$ cat src/rtl/ocp_pkg.sv
package ocp_pkg;

    // Opcodes and response code
    localparam logic [7:0] OP_SETUP = 8'h01;
    localparam logic [7:0] OP_TEAR  = 8'h02;
    localparam logic [7:0] RSP_CODE = 8'h81;

    // Byte positions inside a command (byte 0 = opcode)
    localparam int ID_LAST      = 4;
    localparam int SETUP_LAST   = 152;
    localparam int POS_FLAGS    = 24;
    localparam int POS_SPORT_HI = 25;
    localparam int POS_SPORT_LO = 26;
    localparam int POS_DPORT_HI = 27;
    localparam int POS_DPORT_LO = 28;
    localparam int POS_SEQ_LO   = 33;
    localparam int POS_SEQ_HI   = 36;
    localparam int POS_VER      = 64;

    localparam int POSW    = $clog2(SETUP_LAST + 1);
    localparam int RSP_LEN = 8;

    typedef enum logic [2:0] {
        ST_IDLE,
        ST_ID,
        ST_BODY,
        ST_DRAIN,
        ST_RESP
    } parse_state_t;

    typedef struct packed {
        logic        live;
        logic [3:0]  flags;
        logic [15:0] sport;
        logic [15:0] dport;
        logic [31:0] seq;
        logic [3:0]  ver;
    } ctx_t;

endpackage

$ cat src/rtl/ocp_ctx_table.sv
module ocp_ctx_table
    import ocp_pkg::*;
#(
    parameter int DEPTH = 8,
    localparam int IDXW = $clog2(DEPTH)
) (
    input  logic            clk,
    input  logic            rst_n,
    input  logic            wr_en,
    input  logic            clr_en,
    input  logic [IDXW-1:0] tbl_idx,
    input  ctx_t            wr_ctx,
    input  logic [IDXW-1:0] rd_idx,
    output ctx_t            rd_ctx
);

    ctx_t [DEPTH-1:0] cells;

    for (genvar g = 0; g < DEPTH; g++) begin : g_cell
        ctx_t cell_q;
        logic hit;

        assign hit = (int'(tbl_idx) == g);

        always_ff @(posedge clk) begin
            if (!rst_n) begin
                cell_q <= '0;
            end else if (wr_en && hit) begin
                cell_q <= wr_ctx;
            end else if (clr_en && hit) begin
                cell_q.live <= 1'b0;
            end
        end

        assign cells[g] = cell_q;
    end

    always_comb begin
        if (int'(rd_idx) < DEPTH) begin
            rd_ctx = cells[rd_idx];
        end else begin
            rd_ctx = '0;
        end
    end

endmodule

$ cat src/rtl/ocp_rsp_ser.sv
module ocp_rsp_ser
    import ocp_pkg::*;
(
    input  logic        clk,
    input  logic        rst_n,
    input  logic        start,
    input  logic [31:0] stream_id,
    input  logic        rsp_ready,
    output logic        rsp_valid,
    output logic [7:0]  rsp_data,
    output logic        rsp_last,
    output logic        done
);

    localparam int CNTW = $clog2(RSP_LEN);

    typedef enum logic {
        SER_IDLE,
        SER_SEND
    } ser_state_t;

    ser_state_t               ser_q;
    logic [CNTW-1:0]          cnt_q;
    logic [31:0]              id_q;
    logic [8*RSP_LEN-1:0]     word;
    logic                     at_end;

    assign word      = {24'h0, RSP_CODE, id_q};
    assign rsp_valid = (ser_q == SER_SEND);
    assign at_end    = (int'(cnt_q) == RSP_LEN - 1);
    assign rsp_last  = rsp_valid && at_end;
    assign done      = rsp_valid && rsp_ready && at_end;
    assign rsp_data  = word[8*(RSP_LEN-1-int'(cnt_q)) +: 8];

    always_ff @(posedge clk) begin
        if (!rst_n) begin
            ser_q <= SER_IDLE;
            cnt_q <= '0;
            id_q  <= '0;
        end else begin
            unique case (ser_q)
                SER_IDLE: begin
                    if (start) begin
                        ser_q <= SER_SEND;
                        cnt_q <= '0;
                        id_q  <= stream_id;
                    end
                end
                SER_SEND: begin
                    if (rsp_ready) begin
                        if (at_end) begin
                            ser_q <= SER_IDLE;
                        end
                        cnt_q <= cnt_q + 1'b1;
                    end
                end
                default: ser_q <= SER_IDLE;
            endcase
        end
    end

endmodule

$ cat src/rtl/ocp_cmd_fsm.sv
module ocp_cmd_fsm
    import ocp_pkg::*;
#(
    parameter int DEPTH = 8,
    parameter int ERRW  = 16,
    localparam int IDXW = $clog2(DEPTH)
) (
    input  logic            clk,
    input  logic            rst_n,
    input  logic            in_valid,
    output logic            in_ready,
    input  logic [7:0]      in_data,
    input  logic            in_sop,
    input  logic            in_eom,
    input  logic            rsp_done,
    output logic            rsp_start,
    output logic [31:0]     rsp_id,
    output logic            wr_en,
    output logic            clr_en,
    output logic [IDXW-1:0] tbl_idx,
    output ctx_t            wr_ctx,
    output logic [ERRW-1:0] err_count
);

    parse_state_t    state_q, state_d;
    logic [POSW-1:0] pos_q;
    logic [7:0]      opc_q;
    logic [31:0]     sid_q;
    ctx_t            stage_q;
    logic [ERRW-1:0] err_q;

    logic        take;
    logic [31:0] id_now;
    logic        id_fits_now;
    logic        id_fits_q;
    logic        op_known;
    logic        at_id_end;
    logic        at_setup_end;
    logic        err_hit;

    assign in_ready     = (state_q != ST_RESP);
    assign take         = in_valid && in_ready;
    assign id_now       = {sid_q[23:0], in_data};
    assign id_fits_now  = (id_now < 32'(DEPTH));
    assign id_fits_q    = (sid_q < 32'(DEPTH));
    assign op_known     = (in_data == OP_SETUP) || (in_data == OP_TEAR);
    assign at_id_end    = (pos_q == POSW'(ID_LAST));
    assign at_setup_end = (pos_q == POSW'(SETUP_LAST));

    // State register
    always_ff @(posedge clk) begin
        if (!rst_n) begin
            state_q <= ST_IDLE;
        end else begin
            state_q <= state_d;
        end
    end

    // Next-state logic
    always_comb begin
        state_d = state_q;
        unique case (state_q)
            ST_IDLE: begin
                if (take && in_sop) begin
                    if (!op_known) begin
                        state_d = in_eom ? ST_IDLE : ST_DRAIN;
                    end else if (!in_eom) begin
                        state_d = ST_ID;
                    end
                end
            end
            ST_ID: begin
                if (take) begin
                    if (!at_id_end) begin
                        if (in_eom) state_d = ST_IDLE;
                    end else if (opc_q == OP_TEAR) begin
                        state_d = in_eom ? ST_IDLE : ST_DRAIN;
                    end else begin
                        state_d = in_eom ? ST_IDLE : ST_BODY;
                    end
                end
            end
            ST_BODY: begin
                if (take) begin
                    if (!at_setup_end) begin
                        if (in_eom) state_d = ST_IDLE;
                    end else if (!in_eom) begin
                        state_d = ST_DRAIN;
                    end else begin
                        state_d = id_fits_q ? ST_RESP : ST_IDLE;
                    end
                end
            end
            ST_DRAIN: begin
                if (take && in_eom) state_d = ST_IDLE;
            end
            ST_RESP: begin
                if (rsp_done) state_d = ST_IDLE;
            end
            default: state_d = ST_IDLE;
        endcase
    end

    // Output logic
    always_comb begin
        wr_en     = 1'b0;
        clr_en    = 1'b0;
        rsp_start = 1'b0;
        err_hit   = 1'b0;
        unique case (state_q)
            ST_IDLE: begin
                if (take && in_sop) err_hit = !op_known || in_eom;
            end
            ST_ID: begin
                if (take) begin
                    if (!at_id_end) begin
                        err_hit = in_eom;
                    end else if (opc_q == OP_TEAR) begin
                        if (in_eom) clr_en = id_fits_now;
                        else        err_hit = 1'b1;
                    end else begin
                        err_hit = in_eom;
                    end
                end
            end
            ST_BODY: begin
                if (take) begin
                    if (!at_setup_end) begin
                        err_hit = in_eom;
                    end else if (!in_eom) begin
                        err_hit = 1'b1;
                    end else if (id_fits_q) begin
                        wr_en     = 1'b1;
                        rsp_start = 1'b1;
                    end
                end
            end
            ST_DRAIN: ;
            ST_RESP:  ;
            default:  ;
        endcase
    end

    assign tbl_idx   = (state_q == ST_ID) ? id_now[IDXW-1:0] : sid_q[IDXW-1:0];
    assign rsp_id    = sid_q;
    assign err_count = err_q;

    always_comb begin
        wr_ctx      = stage_q;
        wr_ctx.live = 1'b1;
    end

    // Field capture and counters
    always_ff @(posedge clk) begin
        if (!rst_n) begin
            pos_q   <= '0;
            opc_q   <= '0;
            sid_q   <= '0;
            stage_q <= '0;
            err_q   <= '0;
        end else begin
            if (take) begin
                pos_q <= (state_q == ST_IDLE) ? POSW'(1) : pos_q + 1'b1;
                if (state_q == ST_IDLE && in_sop) opc_q <= in_data;
                if (state_q == ST_ID) sid_q <= id_now;
                if (state_q == ST_BODY) begin
                    if (pos_q == POSW'(POS_FLAGS))    stage_q.flags       <= in_data[3:0];
                    if (pos_q == POSW'(POS_SPORT_HI)) stage_q.sport[15:8] <= in_data;
                    if (pos_q == POSW'(POS_SPORT_LO)) stage_q.sport[7:0]  <= in_data;
                    if (pos_q == POSW'(POS_DPORT_HI)) stage_q.dport[15:8] <= in_data;
                    if (pos_q == POSW'(POS_DPORT_LO)) stage_q.dport[7:0]  <= in_data;
                    if (pos_q >= POSW'(POS_SEQ_LO) && pos_q <= POSW'(POS_SEQ_HI)) begin
                        stage_q.seq <= {stage_q.seq[23:0], in_data};
                    end
                    if (pos_q == POSW'(POS_VER))      stage_q.ver         <= in_data[7:4];
                end
            end
            if (err_hit) err_q <= err_q + 1'b1;
        end
    end

endmodule

$ cat src/rtl/offload_cmd_proc.sv
module offload_cmd_proc
    import ocp_pkg::*;
#(
    parameter int DEPTH = 8,
    parameter int ERRW  = 16,
    localparam int IDXW = $clog2(DEPTH)
) (
    input  logic            clk,
    input  logic            rst_n,
    input  logic            in_valid,
    output logic            in_ready,
    input  logic [7:0]      in_data,
    input  logic            in_sop,
    input  logic            in_eom,
    output logic            rsp_valid,
    input  logic            rsp_ready,
    output logic [7:0]      rsp_data,
    output logic            rsp_last,
    input  logic [IDXW-1:0] rd_idx,
    output logic            rd_live,
    output logic [3:0]      rd_flags,
    output logic [15:0]     rd_sport,
    output logic [15:0]     rd_dport,
    output logic [31:0]     rd_seq,
    output logic [3:0]      rd_ver,
    output logic [ERRW-1:0] err_count
);

    logic            rsp_done;
    logic            rsp_start;
    logic [31:0]     rsp_id;
    logic            wr_en;
    logic            clr_en;
    logic [IDXW-1:0] tbl_idx;
    ctx_t            wr_ctx;
    ctx_t            rd_ctx;

    ocp_cmd_fsm #(.DEPTH(DEPTH), .ERRW(ERRW)) u_fsm (
        .clk       (clk),
        .rst_n     (rst_n),
        .in_valid  (in_valid),
        .in_ready  (in_ready),
        .in_data   (in_data),
        .in_sop    (in_sop),
        .in_eom    (in_eom),
        .rsp_done  (rsp_done),
        .rsp_start (rsp_start),
        .rsp_id    (rsp_id),
        .wr_en     (wr_en),
        .clr_en    (clr_en),
        .tbl_idx   (tbl_idx),
        .wr_ctx    (wr_ctx),
        .err_count (err_count)
    );

    ocp_ctx_table #(.DEPTH(DEPTH)) u_table (
        .clk     (clk),
        .rst_n   (rst_n),
        .wr_en   (wr_en),
        .clr_en  (clr_en),
        .tbl_idx (tbl_idx),
        .wr_ctx  (wr_ctx),
        .rd_idx  (rd_idx),
        .rd_ctx  (rd_ctx)
    );

    ocp_rsp_ser u_ser (
        .clk       (clk),
        .rst_n     (rst_n),
        .start     (rsp_start),
        .stream_id (rsp_id),
        .rsp_ready (rsp_ready),
        .rsp_valid (rsp_valid),
        .rsp_data  (rsp_data),
        .rsp_last  (rsp_last),
        .done      (rsp_done)
    );

    assign rd_live  = rd_ctx.live;
    assign rd_flags = rd_ctx.flags;
    assign rd_sport = rd_ctx.sport;
    assign rd_dport = rd_ctx.dport;
    assign rd_seq   = rd_ctx.seq;
    assign rd_ver   = rd_ctx.ver;

endmodule

$ cat config.mk
export PLATFORM = sky130hd
export DESIGN_NAME = offload_cmd_proc
export DESIGN_NICKNAME = d
export VERILOG_FILES = /design/src/rtl/ocp_pkg.sv /design/src/rtl/ocp_ctx_table.sv /design/src/rtl/ocp_rsp_ser.sv /design/src/rtl/ocp_cmd_fsm.sv /design/src/rtl/offload_cmd_proc.sv
export SDC_FILE = /design/constraint.sdc
export NUM_CORES = 2
export LEC_CHECK = 0
export CAP_MARGIN = 20
export CORE_ASPECT_RATIO = 1.2
export CORE_UTILIZATION = 59
export CTS_CLUSTER_DIAMETER = 150
export DETAILED_ROUTE_END_ITERATION = 16
export HOLD_SLACK_MARGIN = 0.05
export MAX_ROUTING_LAYER = met4
export PLACE_DENSITY = 0.77
export SLEW_MARGIN = 20
export SYNTH_ARGS = -nofsm -noshare
export SYNTH_HDL_FRONTEND = slang
export SYNTH_SLANG_ARGS = --single-unit
$ cat constraint.sdc
create_clock -name clk -period 4.5 [get_ports clk]
set_input_delay 0.45 -clock clk [delete_from_list [all_inputs] [get_ports clk]]
set_output_delay 0.45 -clock clk [all_outputs]
set_load 0.1 [all_outputs]
# Yosys cells after proc, flatten, opt, wreduce, memory -nomap -nowiden
# Cells that the tools add are included.
word_totals:
  input_bits: 17
  register_bits: 759
  output_inout_bits: 100
  wordCells: 216
op_classes:
  n_addsub: 4
  reduce_logical: 49
  shifts: 1
  eq_ne: 32
  n_mux: 61
  order_cmp: 5
  bitwise_logic: 1
op_table:
  columns: ["operator", "count"]
  rows:
  - ["binary-select mux 73 bit (select 3 bit)", 1]
  - ["2-to-1 mux 73 bit", 1]
  - ["< comparator 32 x 4 -> 1 bit (second input constant)", 2]
  - ["variable part select 64 x 32 -> 8 bit", 1]
  - ["2-to-1 mux 3 bit", 16]
  - ["== test 8 x 5 -> 1 bit (second input constant)", 5]
  - ["2-to-1 mux 1 bit", 36]
  - ["logical AND 1 bit", 24]
  - ["AND reduction 3 bit", 7]
  - ["adder 16 x 1 -> 16 bit (second input constant)", 1]
  - ["== test 8 x 2 -> 1 bit (second input constant)", 2]
  - ["nonzero test 2 bit", 8]
  - ["== test 3 bit (second input constant)", 5]
  - ["case mux 3 bit (5 select lines)", 1]
  - ["== test 3 x 2 -> 1 bit (second input constant)", 4]
  - ["== test 3 x 1 -> 1 bit (second input constant)", 3]
  - ["adder 8 x 1 -> 8 bit (second input constant)", 1]
  - ["== test 8 x 1 -> 1 bit (second input constant)", 1]
  - ["== test 8 x 3 -> 1 bit (second input constant)", 1]
  - ["== test 8 x 7 -> 1 bit (second input constant)", 1]
  - ["== test 8 bit (second input constant)", 1]
  - [">= comparator 8 x 6 -> 1 bit (second input constant)", 1]
  - ["less-or-equal comparator 8 x 6 -> 1 bit (second input constant)", 1]
  - ["2-to-1 mux 8 bit", 1]
  - ["16 further kinds", 28]

# Logic depth before layout (Yosys ltp)
logic_depth:
  depth_word: 9
  ltp_mapped: 10
  mapped_depth_nobuf: 8

# Modules after synthesis
# From an unflattened synthesis, not the netlist that was laid out.
hier_totals:
  hier_cells: 3765
  area_unflattened_um2: 33955.1
by_module_without_submodules:
  columns: ["mod", "instances", "area_per_inst_um2", "cells_each", "seq_area_each_um2"]
  rows:
  - ["ocp_ctx_table", 1, 26584.2, 2883, 11691.2]
  - ["ocp_cmd_fsm", 1, 5716.7, 700, 2782.7]
  - ["ocp_rsp_ser", 1, 1654.1, 182, 720.7]

# Least setup slack after synthesis
# OpenSTA, ideal clock, no wires.
synth_timing:
  path_kind: "input -> output"
  startpoint: "input rd_idx[0]"
  endpoint: "output rd_seq[10]"
  path_stages: 5
  t_arrival_ps: 2298
  t_required_ps: 4050
  setup_slack_ps: 1752
  n_path_buf: 3
  path_cell_list: "clkbuf_1 buf_2 buf_2 mux4_2 mux2_2"
synth_via:
  elab_chain_cells: 2
synth_lines:
  columns: ["element", "line_no", "rtl"]
  rows:
  - ["from (decl)", "offload_cmd_proc.sv:19", "input logic [IDXW-1:0] rd_idx,"]
  - ["binary-select mux 73 bit (select 3 bit)", "ocp_ctx_table.sv:40", "rd_ctx = cells[rd_idx];"]
  - ["2-to-1 mux 73 bit (implied by the code)", "ocp_ctx_table.sv:40", null]
  - ["to (decl)", "offload_cmd_proc.sv:24", "output logic [31:0] rd_seq,"]
# No other way between the ends. The select of a mux whose other input is x is not followed.

# Final worst setup path
layout_timing:
  startpoint: "register u_ser.cnt_q[0]"
  endpoint: "output rsp_last"
layout_via:
  elab_chain_cells: 2
layout_lines:
  columns: ["element", "line_no", "rtl"]
  rows:
  - ["from (decl)", "ocp_rsp_ser.sv:23", "logic [CNTW-1:0] cnt_q;"]
  - ["from (signal assigned)", "ocp_rsp_ser.sv:54", "cnt_q <= cnt_q + 1'b1;"]
  - ["== test 3 x 1 -> 1 bit", "ocp_rsp_ser.sv:30", "assign at_end = (int'(cnt_q) == RSP_LEN - 1);"]
  - ["logical AND 1 bit", "ocp_rsp_ser.sv:31", "assign rsp_last = rsp_valid && at_end;"]
  - ["to (decl)", "offload_cmd_proc.sv:18", "output logic rsp_last,"]
# No other way between the ends.

==> flow_summary.json <==
{
  "outcome": "complete, no violations",
  "crit_start": "u_ser.cnt_q[0]$_SDFFE_PN0P_",
  "initial_utilization_pct": 59.7,
  "maxSlewHeadroom_pct": 23.1,
  "synth_area_per_cell_sq_um": 10.4,
  "worstSkewPairLatency_ns": 0.61,
  "cp_max_fo": 11,
  "post-cts-setup-buffers": 0,
  "worstReg2RegEnd": "u_ser.id_q[7]$_SDFFE_PN0P_",
  "drc": 0,
  "io_buffer_count": 116,
  "p_leak_nw": 16.2,
  "clk_pin_slew_ns": 0.06,
  "powerDensity_nw_per_um2": 371,
  "synth_largest_area_cell": "dfxtp_1",
  "ctsResizeCount": 0,
  "row_count": 94,
  "drive_gt1_share_pct": 14.5,
  "cap_violations": 0,
  "yosysMostFrequentCell": "nand2_1",
  "syn_nets": 3170,
  "worstRegToRegCells": 8,
  "routed_wl_mm": 79.2,
  "syn_area_sq_um": 32700,
  "tightest_slew_ns": 1.15,
  "hold_class": "in -> reg",
  "whs_endpoint": "u_fsm.state_q[0]$_SDFFE_PN0P_",
  "ys_seq_elements": 759,
  "ys_seq_area_share_pct": 46.5,
  "max_freq_mhz": 284,
  "coreArea_sq_um": 54800,
  "rsz0062_at_grt": "no",
  "min-delay-start": "rst_n",
  "fin_crit_sh_pct": 78.2,
  "cts_max_path_buffers": 3,
  "synth_common_cells": "nand2_1, dfxtp_1, mux2i_1",
  "vias": 23499,
  "final_net_count": 3165,
  "synth_top_cell_area_share_pct": 46.5,
  "gp_congestion": 0.825,
  "antenna_found_initial": 1,
  "cts.sink_count": 759,
  "worst_setup_path_end_kind": "output port",
  "ys.flop_type": "dfxtp_1",
  "regToRegStartpoint": "u_fsm.pos_q[1]$_SDFFE_PN0P_",
  "grt_max_degree": 210,
  "final.setup.worst_slack_ns": 0.982,
  "place_ws_ns": 0.957,
  "path_class": "reg -> out",
  "ys_top_cells_by_area": "dfxtp_1, mux2i_1, mux4_2",
  "first_global_vias": 23921,
  "dieWidth_um": 217,
  "yosys_warnings": 0,
  "grt_pass1_wl_mm": 126,
  "async_flop_share_pct": 0,
  "overflow": 0,
  "wl_per_cell_um": 20.2,
  "cts_tree": "done",
  "drt_pass1_iterations": 5,
  "skew_ns": 0.0275,
  "startpoint_type": "flop",
  "slew_viol_final": 0,
  "dieArea_sq_um": 56400,
  "drtAntennaViolNets": 0,
  "required_ns": 4.05,
  "viasPerCell": 6.00,
  "finalHoldViolations": 0,
  "ctsHoldBuffers": 0,
  "setup_violations": 0,
  "synth_edf_count": 0,
  "synth_cell_types": 65,
  "areaGrowthSynthToFinish_pct": 11.5,
  "rrSetupSlack_ns": 1.23,
  "htree_levels": 3,
  "fin_crit_ns": 3.52,
  "p_total_mw": 13.6,
  "die-height_um": 260,
  "critPathArrivalTime_ns": 3.07,
  "post-dp-hpwl_mm": 47.2,
  "peakVddDrop_mv": 0.372,
  "track_usage_pct": 28.9,
  "cts-buffers-inserted": 76,
  "postSynthCellCount": 3144,
  "cts-root-buf": "clkbuf_16",
  "drt_iter0_drc": 1818,
  "holdPathStages": 3,
  "io_pins": 117,
  "tns_ns": 0
}
==> critical path, cell delays in order (launching register included) <==
cell	delay, ns
dfxtp_1	0.72
ha_1	0.29
ha_1	0.18
and2_1	0.14
clkdlybuf4s50_1	1.13
==> worst max-delay path by stage <==
stage                                      end  slack, ns  depth (start not counted)
2_1_floorplan                       rd_seq[10]       1.75                          5
3_3_place_gp   u_table.cells[453]$_SDFFE_PN0P_       1.05                          7
3_5_place_dp        u_ser.id_q[4]$_SDFFE_PN0P_       0.96                          7
4_1_cts                            rsp_data[1]       0.92                          3
5_1_grt                               rsp_last       0.80                          4
6_report                              rsp_last       0.98                          4
==> cells by family (layout without fill, tap and decap cells) <==
| kind of cell | Yosys count | after routing | share of synthesized area, % |
|---|---|---|---|
| mux | 838 | 838 | 31.9 |
| flops | 759 | 759 | 46.5 |
| fa+ha+maj | 9 | 9 | 0.344 |
| simple gates | 1107 | 1107 | 14.3 |
| xor+xnor | 7 | 7 | 0.187 |
| compound gates | 169 | 169 | 2.92 |
| other cells | 0 | 1 | 0 |
| buf+inv | 255 | 305 | 3.90 |
==> per-layer routing <==
layer / GRT usage, % / up-vias / share of wire [%]
li1: - / 10936 / -
met1: 35.6 / 11804 / 43
met2: 48.3 / 609 / 50
met3: 3.54 / 150 / 4.6
met4: 11.5 / 0 / 3.1
met5: - / - / 0
==> layout make-up <==
type / count / area, sq um
sequential: 759 / 15200
fill: 4134 / 18300
clock inverter: 24 / 285
multi-input combinational: 2130 / 16300
inverter: 9 / 36.3
clock buffer: 109 / 2220
antenna: 1 / 2.50
timing repair buffer: 163 / 1540
tap: 720 / 901
==> through the flow <==
stage                     instances  hold slack [ns]  instance area [sq um]  util, %
after CTS                      3914            0.359                  36500     66.6
after global routing           3915            0.396                  36500     66.6
after global placement         3781            0.438                  34000     62.0
final                          3915            0.395                  36500     66.6
after floorplan                3144            0.432                  32700        -
after detailed placement       3781            0.445                  34000     62.0
==> cell usage in the layout, fill, tap and decap left out, types with 44 or more instances in the layout <==
master	netlist	final
mux2_2	73	73
dfxtp_1	759	759
clkdlybuf4s50_1	0	63
a21oi_1	106	106
nor2_1	44	44
buf_4	36	86
mux4_2	154	154
mux2i_1	609	609
nand2_1	879	879
clkbuf_16	0	77
==> report_power, final <==
part | switching (mW) | internal (mW)
Sequential | 0.0126 | 6.73
Clock | 2.61 | 3.77
Combinational | 0.311 | 0.123
Total | 2.93 | 10.6
==> state kept, by name, indices dropped and copies added (netlist names) <==
name	flops
u_table.cells	584
u_fsm.wr_ctx	72
u_fsm.rsp_id	32
u_ser.id_q	32
u_fsm.err_count	16
u_fsm.opc_q	8
u_fsm.pos_q	8
u_fsm.state_q	3
u_ser.cnt_q	3
u_ser.rsp_valid	1
No activity file was read; power rests on OpenSTA's default activity.
